[src/rtl/offtime_pkg.sv]
package offtime_pkg;

  typedef enum logic [1:0] {
    ST_RUN   = 2'd0,
    ST_BLANK = 2'd1,
    ST_OFF   = 2'd2,
    ST_LATCH = 2'd3
  } limState_t;

  // control -> datapath
  typedef struct packed {
    logic loadOff;
    logic loadBlank;
    logic loadGuard;
  } ctlStrobe_t;

  // datapath -> control
  typedef struct packed {
    logic limitHit;
    logic shortHit;
    logic offDone;
    logic blankDone;
    logic guardClear;
  } dpFlag_t;

endpackage

[src/rtl/offtime_sync2.sv]
module offtime_sync2 #(
  parameter int WIDTH = 2
) (
  input  logic             clk,
  input  logic             rstN,
  input  logic [WIDTH-1:0] din,
  output logic [WIDTH-1:0] dout
);

  logic [WIDTH-1:0] stage1;

  always_ff @(posedge clk or negedge rstN) begin
    if (!rstN) begin
      stage1 <= '0;
      dout   <= '0;
    end else begin
      stage1 <= din;
      dout   <= stage1;
    end
  end

endmodule

[src/rtl/offtime_datapath.sv]
module offtime_datapath
  import offtime_pkg::*;
#(
  parameter int OFF_TICKS    = 40,
  parameter int BLANK_TICKS  = 33,
  parameter int PERIOD_TICKS = 100,
  parameter int TEMP_KNEE    = 160,
  parameter int TEMP_TRIP    = 175,
  parameter int CODE_NOM     = 130,
  parameter int CODE_FLOOR   = 80,
  parameter int TEMP_W       = 8,
  parameter int CODE_W       = 8
) (
  input  logic              clk,
  input  logic              rstN,
  input  logic              tickEn,
  input  logic              limitRaw,
  input  logic              shortRaw,
  input  logic [TEMP_W-1:0] tempCode,
  input  ctlStrobe_t        strobe,
  output dpFlag_t           flags,
  output logic [CODE_W-1:0] threshCode,
  output logic              overTempReq
);

  localparam int OFF_W      = $clog2(OFF_TICKS + 1);
  localparam int BLANK_W    = $clog2(BLANK_TICKS + 1);
  localparam int GUARD_LOAD = PERIOD_TICKS - 1;
  localparam int GUARD_W    = $clog2(PERIOD_TICKS + 1);
  localparam int TEMP_SPAN  = TEMP_TRIP - TEMP_KNEE;
  localparam int CODE_SPAN  = CODE_NOM - CODE_FLOOR;

  logic [1:0]         syncOut;
  logic [OFF_W-1:0]   offCnt;
  logic [BLANK_W-1:0] blankCnt;
  logic [GUARD_W-1:0] guardCnt;
  int                 tempVal;
  int                 foldVal;
  logic [CODE_W-1:0]  threshNext;

  offtime_sync2 #(.WIDTH(2)) uSync (
    .clk  (clk),
    .rstN (rstN),
    .din  ({limitRaw, shortRaw}),
    .dout (syncOut)
  );

  // off-interval counter
  always_ff @(posedge clk or negedge rstN) begin
    if (!rstN)                      offCnt <= '0;
    else if (strobe.loadOff)        offCnt <= OFF_W'(OFF_TICKS);
    else if (tickEn && offCnt != 0) offCnt <= offCnt - 1'b1;
  end

  // blanking-window counter
  always_ff @(posedge clk or negedge rstN) begin
    if (!rstN)                        blankCnt <= '0;
    else if (strobe.loadBlank)        blankCnt <= BLANK_W'(BLANK_TICKS);
    else if (tickEn && blankCnt != 0) blankCnt <= blankCnt - 1'b1;
  end

  // rate guard: counts down from each off-interval start
  always_ff @(posedge clk or negedge rstN) begin
    if (!rstN)                        guardCnt <= '0;
    else if (strobe.loadGuard)        guardCnt <= GUARD_W'(GUARD_LOAD);
    else if (tickEn && guardCnt != 0) guardCnt <= guardCnt - 1'b1;
  end

  always_comb begin
    flags.limitHit   = syncOut[1];
    flags.shortHit   = syncOut[0];
    flags.offDone    = tickEn && (offCnt == OFF_W'(1));
    flags.blankDone  = tickEn && (blankCnt == BLANK_W'(1));
    flags.guardClear = (guardCnt == '0);
  end

  // temperature fold-back of the limit threshold
  always_comb begin
    tempVal = int'(tempCode);
    if (tempVal <= TEMP_KNEE)      foldVal = CODE_NOM;
    else if (tempVal >= TEMP_TRIP) foldVal = CODE_FLOOR;
    else foldVal = CODE_NOM - (CODE_SPAN * (tempVal - TEMP_KNEE)) / TEMP_SPAN;
    threshNext = CODE_W'(foldVal);
  end

  always_ff @(posedge clk or negedge rstN) begin
    if (!rstN) begin
      threshCode  <= CODE_W'(CODE_NOM);
      overTempReq <= 1'b0;
    end else begin
      threshCode  <= threshNext;
      overTempReq <= (tempVal > TEMP_TRIP);
    end
  end

  assert_guard_bound_R7: assert property (@(posedge clk) disable iff (!rstN)
    int'(guardCnt) <= GUARD_LOAD);

  assert_thresh_span_R8: assert property (@(posedge clk) disable iff (!rstN)
    (int'(threshCode) <= CODE_NOM) && (int'(threshCode) >= CODE_FLOOR));

  assert_overtemp_floor_R9: assert property (@(posedge clk) disable iff (!rstN)
    overTempReq |-> (threshCode == CODE_W'(CODE_FLOOR)));

endmodule

[src/rtl/offtime_ctrl.sv]
module offtime_ctrl
  import offtime_pkg::*;
(
  input  logic       clk,
  input  logic       rstN,
  input  logic       activate,
  input  dpFlag_t    flags,
  output ctlStrobe_t strobe,
  output logic       forceTristate,
  output logic       shortFault
);

  limState_t state, stateNext;

  always_comb begin
    stateNext = state;
    strobe    = '0;
    unique case (state)
      ST_RUN: begin
        if (activate) begin
          stateNext        = ST_BLANK;
          strobe.loadBlank = 1'b1;
        end else if (flags.limitHit && flags.guardClear) begin
          stateNext        = ST_OFF;
          strobe.loadOff   = 1'b1;
          strobe.loadGuard = 1'b1;
        end
      end
      ST_BLANK: begin
        if (flags.shortHit) begin
          stateNext = ST_LATCH;
        end else if (activate) begin
          strobe.loadBlank = 1'b1;
        end else if (flags.blankDone) begin
          stateNext = ST_RUN;
        end
      end
      ST_OFF: begin
        if (flags.offDone) begin
          stateNext        = ST_BLANK;
          strobe.loadBlank = 1'b1;
        end
      end
      ST_LATCH: stateNext = ST_LATCH;
      default:  stateNext = ST_RUN;
    endcase
  end

  always_ff @(posedge clk or negedge rstN) begin
    if (!rstN) state <= ST_RUN;
    else       state <= stateNext;
  end

  assign forceTristate = (state == ST_OFF) || (state == ST_LATCH);
  assign shortFault    = (state == ST_LATCH);

  assert_latch_sticky_R5: assert property (@(posedge clk) disable iff (!rstN)
    (state == ST_LATCH) |=> (state == ST_LATCH));

  assert_window_no_off_R4: assert property (@(posedge clk) disable iff (!rstN)
    (state == ST_BLANK) |=> (state != ST_OFF));

  assert_off_needs_guard_R7: assert property (@(posedge clk) disable iff (!rstN)
    $rose(state == ST_OFF) |-> $past(flags.guardClear));

  assert_off_from_run_R2: assert property (@(posedge clk) disable iff (!rstN)
    $rose(state == ST_OFF) |-> ($past(state) == ST_RUN) && $past(flags.limitHit));

endmodule

[src/rtl/offtime_limiter.sv]
module offtime_limiter
  import offtime_pkg::*;
#(
  parameter int TICK_NS    = 500,
  parameter int OFF_NS     = 20000,
  parameter int BLANK_NS   = 16500,
  parameter int PERIOD_NS  = 50000,
  parameter int TEMP_KNEE  = 160,
  parameter int TEMP_TRIP  = 175,
  parameter int CODE_NOM   = 130,
  parameter int CODE_FLOOR = 80,
  parameter int TEMP_W     = 8,
  parameter int CODE_W     = 8
) (
  input  logic              clk,
  input  logic              rstN,
  input  logic              tickEn,
  input  logic              activateStrobe,
  input  logic              limitCmp,
  input  logic              shortCmp,
  input  logic [TEMP_W-1:0] tempCode,
  output logic              forceTristate,
  output logic              shortFaultReq,
  output logic              overTempReq,
  output logic [CODE_W-1:0] limitThreshCode
);

  localparam int OFF_TICKS    = OFF_NS / TICK_NS;
  localparam int BLANK_TICKS  = BLANK_NS / TICK_NS;
  localparam int PERIOD_TICKS = PERIOD_NS / TICK_NS;

  ctlStrobe_t strobe;
  dpFlag_t    flags;

  offtime_datapath #(
    .OFF_TICKS    (OFF_TICKS),
    .BLANK_TICKS  (BLANK_TICKS),
    .PERIOD_TICKS (PERIOD_TICKS),
    .TEMP_KNEE    (TEMP_KNEE),
    .TEMP_TRIP    (TEMP_TRIP),
    .CODE_NOM     (CODE_NOM),
    .CODE_FLOOR   (CODE_FLOOR),
    .TEMP_W       (TEMP_W),
    .CODE_W       (CODE_W)
  ) uDatapath (
    .clk         (clk),
    .rstN        (rstN),
    .tickEn      (tickEn),
    .limitRaw    (limitCmp),
    .shortRaw    (shortCmp),
    .tempCode    (tempCode),
    .strobe      (strobe),
    .flags       (flags),
    .threshCode  (limitThreshCode),
    .overTempReq (overTempReq)
  );

  offtime_ctrl uCtrl (
    .clk           (clk),
    .rstN          (rstN),
    .activate      (activateStrobe),
    .flags         (flags),
    .strobe        (strobe),
    .forceTristate (forceTristate),
    .shortFault    (shortFaultReq)
  );

endmodule

[config.mk]
export PLATFORM = sky130hd
export DESIGN_NAME = offtime_limiter
export DESIGN_NICKNAME = d
export VERILOG_FILES = /design/src/rtl/offtime_pkg.sv /design/src/rtl/offtime_sync2.sv /design/src/rtl/offtime_datapath.sv /design/src/rtl/offtime_ctrl.sv /design/src/rtl/offtime_limiter.sv
export SDC_FILE = /design/constraint.sdc
export NUM_CORES = 1
export LEC_CHECK = 0
export BUFFER_PORTS_ARGS = -buffer_cell sky130_fd_sc_hd__buf_2
export CAP_MARGIN = 20
export CORE_ASPECT_RATIO = 1.1
export CORE_MARGIN = 2
export CORE_UTILIZATION = 50
export DETAILED_ROUTE_END_ITERATION = 8
export GPL_ROUTABILITY_DRIVEN = 0
export PLACE_DENSITY = 0.65
export SETUP_SLACK_MARGIN = 0.2
export SLEW_MARGIN = 10
export SYNTH_ARGS = -nofsm -noshare
export SYNTH_HDL_FRONTEND = slang
export SYNTH_SLANG_ARGS = --single-unit
[constraint.sdc]
create_clock -name clk -period 2.05 [get_ports clk]
set_clock_uncertainty 0.1 [all_clocks]
set_input_delay 0.41 -clock clk [delete_from_list [all_inputs] [get_ports clk]]
set_output_delay 0.41 -clock clk [all_outputs]
set_load 0.01 [all_outputs]
==> results.toml, run 1 <==
[status]
run_status = "aborted with a tool error"
stop_stage = "global routing"
firstError = "[ERROR GRT-0183] Net _0427_: the 3D maze router ran out of legal paths (heap underflow) - the net is boxed in by local congestion or blockages."

[placement]
numPlacedInstances = 2695
dp_hpwl_mm = 40.1
portBuffers = 24
place_ws_ps = -17890

[global_routing]
grt_max_degree = 35
antenna_found_initial = 20

[logic_synthesis]
number_of_flops_mapped_to_enable_cells_by_yosys = 0
synthArstFlopShare_pct = 100
synth_top_cells_by_count = "nand2_1 (174), nor2_1 (163), xnor2_1 (112), a21oi_1 (86), nand3_1 (74)"
syn-num-nets = 1774
synth_seq_area_share_pct = 6.80
synth_area_leaders = "xnor2_1 (7.8%), dfrtp_1 (6.4%), nand2_1 (5.2%)"
syn-cell-area_um2 = 12500
dominantRegCellSynth = "dfrtp_1"
post_synth_inst_count = 1706
yosys.cell_count.top_type = "nand2_1"
yosys.area.top_type = "xnor2_1"
synthDominantCellAreaShare_pct = 7.82
avgSynthCellArea_um2 = 7.36
synth-warning-count = 0
ys_ff_latch = 34
synth.distinct_cells = 158

[clocking]
cts_buffer_depth = 2
inserted_clock_buffers = 5
clk_root_buffer_cell = "clkbuf_16"
clock-sinks = 34
htreeDepth = 2
cts_hold_repair.buffers = 0

[floorplanning]
boundaryPins = 25
die_width_um = 155
rows = 60
die_span_y_um = 170
initial_utilization_pct = 51.1

[timing]
worst-ep-kind = "register data pin"
timing.grt.repair.worst_endpoint = "uDatapath.threshCode[7]$_DFF_PN1_/D"
==> metrics by stage <==
step	cell area [um^2]	TNS [ps]
2_1_floorplan	13200	-135330
3_3_place_gp	18800	-136590
3_5_place_dp	18800	-141150
4_1_cts	20700	-131790
==> kinds of logic after synthesis <==
family	synth area share [%]
fa+ha+maj	6.11
flops	6.80
mux	3.83
buf+inv	4.77
simple gates	34.2
compound gates	30.7
xor+xnor	13.5
==> repair_timing <==
item | 4_1_cts
setup buffers | 83
pin swaps | 135
setup endpoints to repair | 24
gates cloned | 1
gates resized for setup | 198
==> inputs of run 2 (changes only) <==
--- a/config.mk
+++ b/config.mk
@@ -7,13 +7,11 @@
 export LEC_CHECK = 0
 export BUFFER_PORTS_ARGS = -buffer_cell sky130_fd_sc_hd__buf_2
 export CAP_MARGIN = 20
-export CORE_ASPECT_RATIO = 1.1
 export CORE_MARGIN = 2
-export CORE_UTILIZATION = 50
+export CORE_UTILIZATION = 35
 export DETAILED_ROUTE_END_ITERATION = 8
 export GPL_ROUTABILITY_DRIVEN = 0
-export PLACE_DENSITY = 0.65
-export SETUP_SLACK_MARGIN = 0.2
+export PLACE_DENSITY_LB_ADDON = 0.15
 export SLEW_MARGIN = 10
 export SYNTH_ARGS = -nofsm -noshare
 export SYNTH_HDL_FRONTEND = slang
==> constraint.sdc (replaced) <==
create_clock -name clk -period 2.65 [get_ports clk]
set_clock_uncertainty 0.1 [all_clocks]
set_input_delay 0.53 -clock clk [delete_from_list [all_inputs] [get_ports clk]]
set_output_delay 0.53 -clock clk [all_outputs]
set_load 0.01 [all_outputs]
==> run 2 against run 1 <==
Compared with the run above: the flow now finishes, with violations (negative setup slack); synthesized area unchanged; synthesized cell count unchanged.
==> results.toml, run 2 <==
[layout]
layout_commonest_cell = "buf_4"
share_of_final_layout_standard_cells_stronger_than_drive_strength_1_pct = 50.2
layout_common_cells = "buf_4 (810), nand2_1 (167), nor2_1 (148)"
finish.net_count = 2581
area.growth.synth_to_final_pct = 69.6
top_regs = "uDatapath.threshCode (8), uDatapath.guardCnt (7)"
fillerInstances = 3140
registers.top_by_ff_count = "uDatapath.threshCode"
ant_diodes = 0
post-route-cell-area_um2 = 21300
largest_register_ffs = 8

[detailed_routing]
routed-via-count = 16440
drt_first_pass_iters = 6
post_drt_via_cell_ratio = 5.53
drt-initial-drc-count = 971
drt_drc_violations_left = 0
finalWirelength_mm = 51.6
route.antenna.remaining_nets = 0
route.detailed.wl_per_inst_um = 17.4

[logic_synthesis]
number_of_flops_mapped_to_enable_cells_by_yosys = 0
synth_top_cells_by_count = "nand2_1 (174), nor2_1 (163), xnor2_1 (112), a21oi_1 (86), nand3_1 (74)"
synth_seq_area_share_pct = 6.80
syn-cell-area_um2 = 12500
synth.distinct_cells = 158
dominantRegCellSynth = "dfrtp_1"
synth-warning-count = 0
yosys.cell_count.top_type = "nand2_1"
synth_area_leaders = "xnor2_1 (7.8%), dfrtp_1 (6.4%), nand2_1 (5.2%)"
synthDominantCellAreaShare_pct = 7.82
yosys.area.top_type = "xnor2_1"
syn-num-nets = 1774
ys_ff_latch = 34
avgSynthCellArea_um2 = 7.36
synthArstFlopShare_pct = 100
post_synth_inst_count = 1706

[clocking]
htreeDepth = 2
clk_root_buffer_cell = "clkbuf_16"
cts_tree = "built"
clock-sinks = 34
clkTransAtPathRegs_ps = 60
inserted_clock_buffers = 5
cts_hold_repair.buffers = 0
clk-insertion-delay-late_ps = 280
cts_buffer_depth = 2

[worst_setup_path]
critical_path_class = "input port to flop"
required_ps = 2760
timing.critical_path.slowest_cell_delay_ps = 560
setup.worst_path.start_class = "input port"
critical_path.max_fanout = 6
endpoint_kind = "flop"
timing.critical_path.arrival_ps = 19460
cpMaxStageDelayCell = "or4b_4"
cpMostUsedCell = "ha_4"
worst_r2r_startpoint = "uDatapath.guardCnt[2]"
worst_setup_path_startpoint = "tempCode[5]"

[floorplanning]
boundaryPins = 25
rows = 69
initial_utilization_pct = 35.5
floorplan.core_area_um2 = 35400
die_span_y_um = 193
dieArea_um2 = 37400
die_width_um = 193

[timing]
slew_viol_final = 0
timing.final.crit_period_ps = 19350
min_period_over_period_pct = 730
setup_viol = 8
worst_slew_margin_rel_pct = 41.6
unrepaired_setup_endpoints_after_global_routing = "true"
fin_worst_setup_slack_ps = -16700
worstMarginPinSlew_ps = 864
timing_hold_violations_final = 0
clock.fmax_ghz = 0.0517

[global_routing]
global_route_wire_length_before_repair_mm = 83.4
grt_use_total_pct = 26.3
antenna_found_initial = 0
number_of_global_route_vias_before_repair = 16343
grt_overflow_total = 0
grt_max_degree = 35

[status]
run_status = "complete, but fails checks"
violations = "negative setup slack"

[job]
max_cap_violations = 0

[hold_path]
holdCritPathClass = "input port to async pin"

[placement]
portBuffers = 24
post_dp_cell_area_um2 = 19100
dp_hpwl_mm = 41.5
## run 2: cell counts after synthesis
No cell type changed its count.
## run 2: critical path, delay by kind of cell
| family | cells | cell delay, ps |
|---|---|---|
| compound gates | 26 | 5520 |
| xor+xnor | 7 | 1210 |
| fa+ha+maj | 8 | 2040 |
| buf+inv | 17 | 1980 |
| mux | 4 | 1010 |
| simple gates | 27 | 7110 |
## run 2: final timing paths
path	to	slack, ps	depth (start not counted)
min in group clk	uDatapath.uSync.dout[0]	260	0
worst min-delay path	uDatapath.offCnt[0]	220	1
max in group asynchronous	uDatapath.blankCnt[5]	1740	1
worst max-delay path	uDatapath.threshCode[6]	-16700	89
worst max register to register	uDatapath.guardCnt[1]	300	5
worst min register to register	uDatapath.uSync.dout[0]	260	0
## run 2: what timing repair did
action,CTS,global route
pin swaps,141,59
resized for setup,151,81
setup buffers,72,29
cloned,0,1
setup endpoints to repair,8,8
## run 2: logic make-up after synthesis
kind of cell	share of synthesized area [%]
xor gates and xnor gates	13.5
DFF	6.80
AOI/OAI and AO/OA	30.7
muxes	3.83
adders and majority gates	6.11
buffers and inverters	4.77
and+or+nand+nor	34.2
## run 2: cell type report
cell class                      count  area, um^2  share of cell area, %
Sequential cell                    34         853                   4.01
Clock buffer                        6         139                  0.652
Multi-Input combinational cell   1555       12900                   60.6
Tap cell                          461         577                   2.71
Clock inverter                      2        12.5                 0.0588
Inverter                           54         211                  0.993
Timing Repair Buffer              863        6580                   30.9
## run 2: stage by stage
stage          hold WS, ps  TNS (ps)  setup WS [ps]  util [%]  instances
2_1_floorplan          134   -131490         -16720         -       1706
3_3_place_gp           246   -134200         -17040      54.0       2868
3_5_place_dp           241   -137160         -17410      54.0       2868
4_1_cts                250   -129840         -16430      58.3       2947
5_1_grt                262   -138230         -17490      60.1       2975
6_report               219   -132200         -16700      60.1       2975
## run 2: metal layers
layer	up-vias	global-route usage [%]	part of all wire, %
met5	-	0	0
li1	8047	-	-
met4	0	5.17	2.2
met2	432	44.7	46
met1	7887	36.7	47
met3	74	1.71	4.5
Power of run 2 is left out: the tool's default activity adds up to more than one toggle a clock period on the data nets, which glitch-free logic cannot reach.
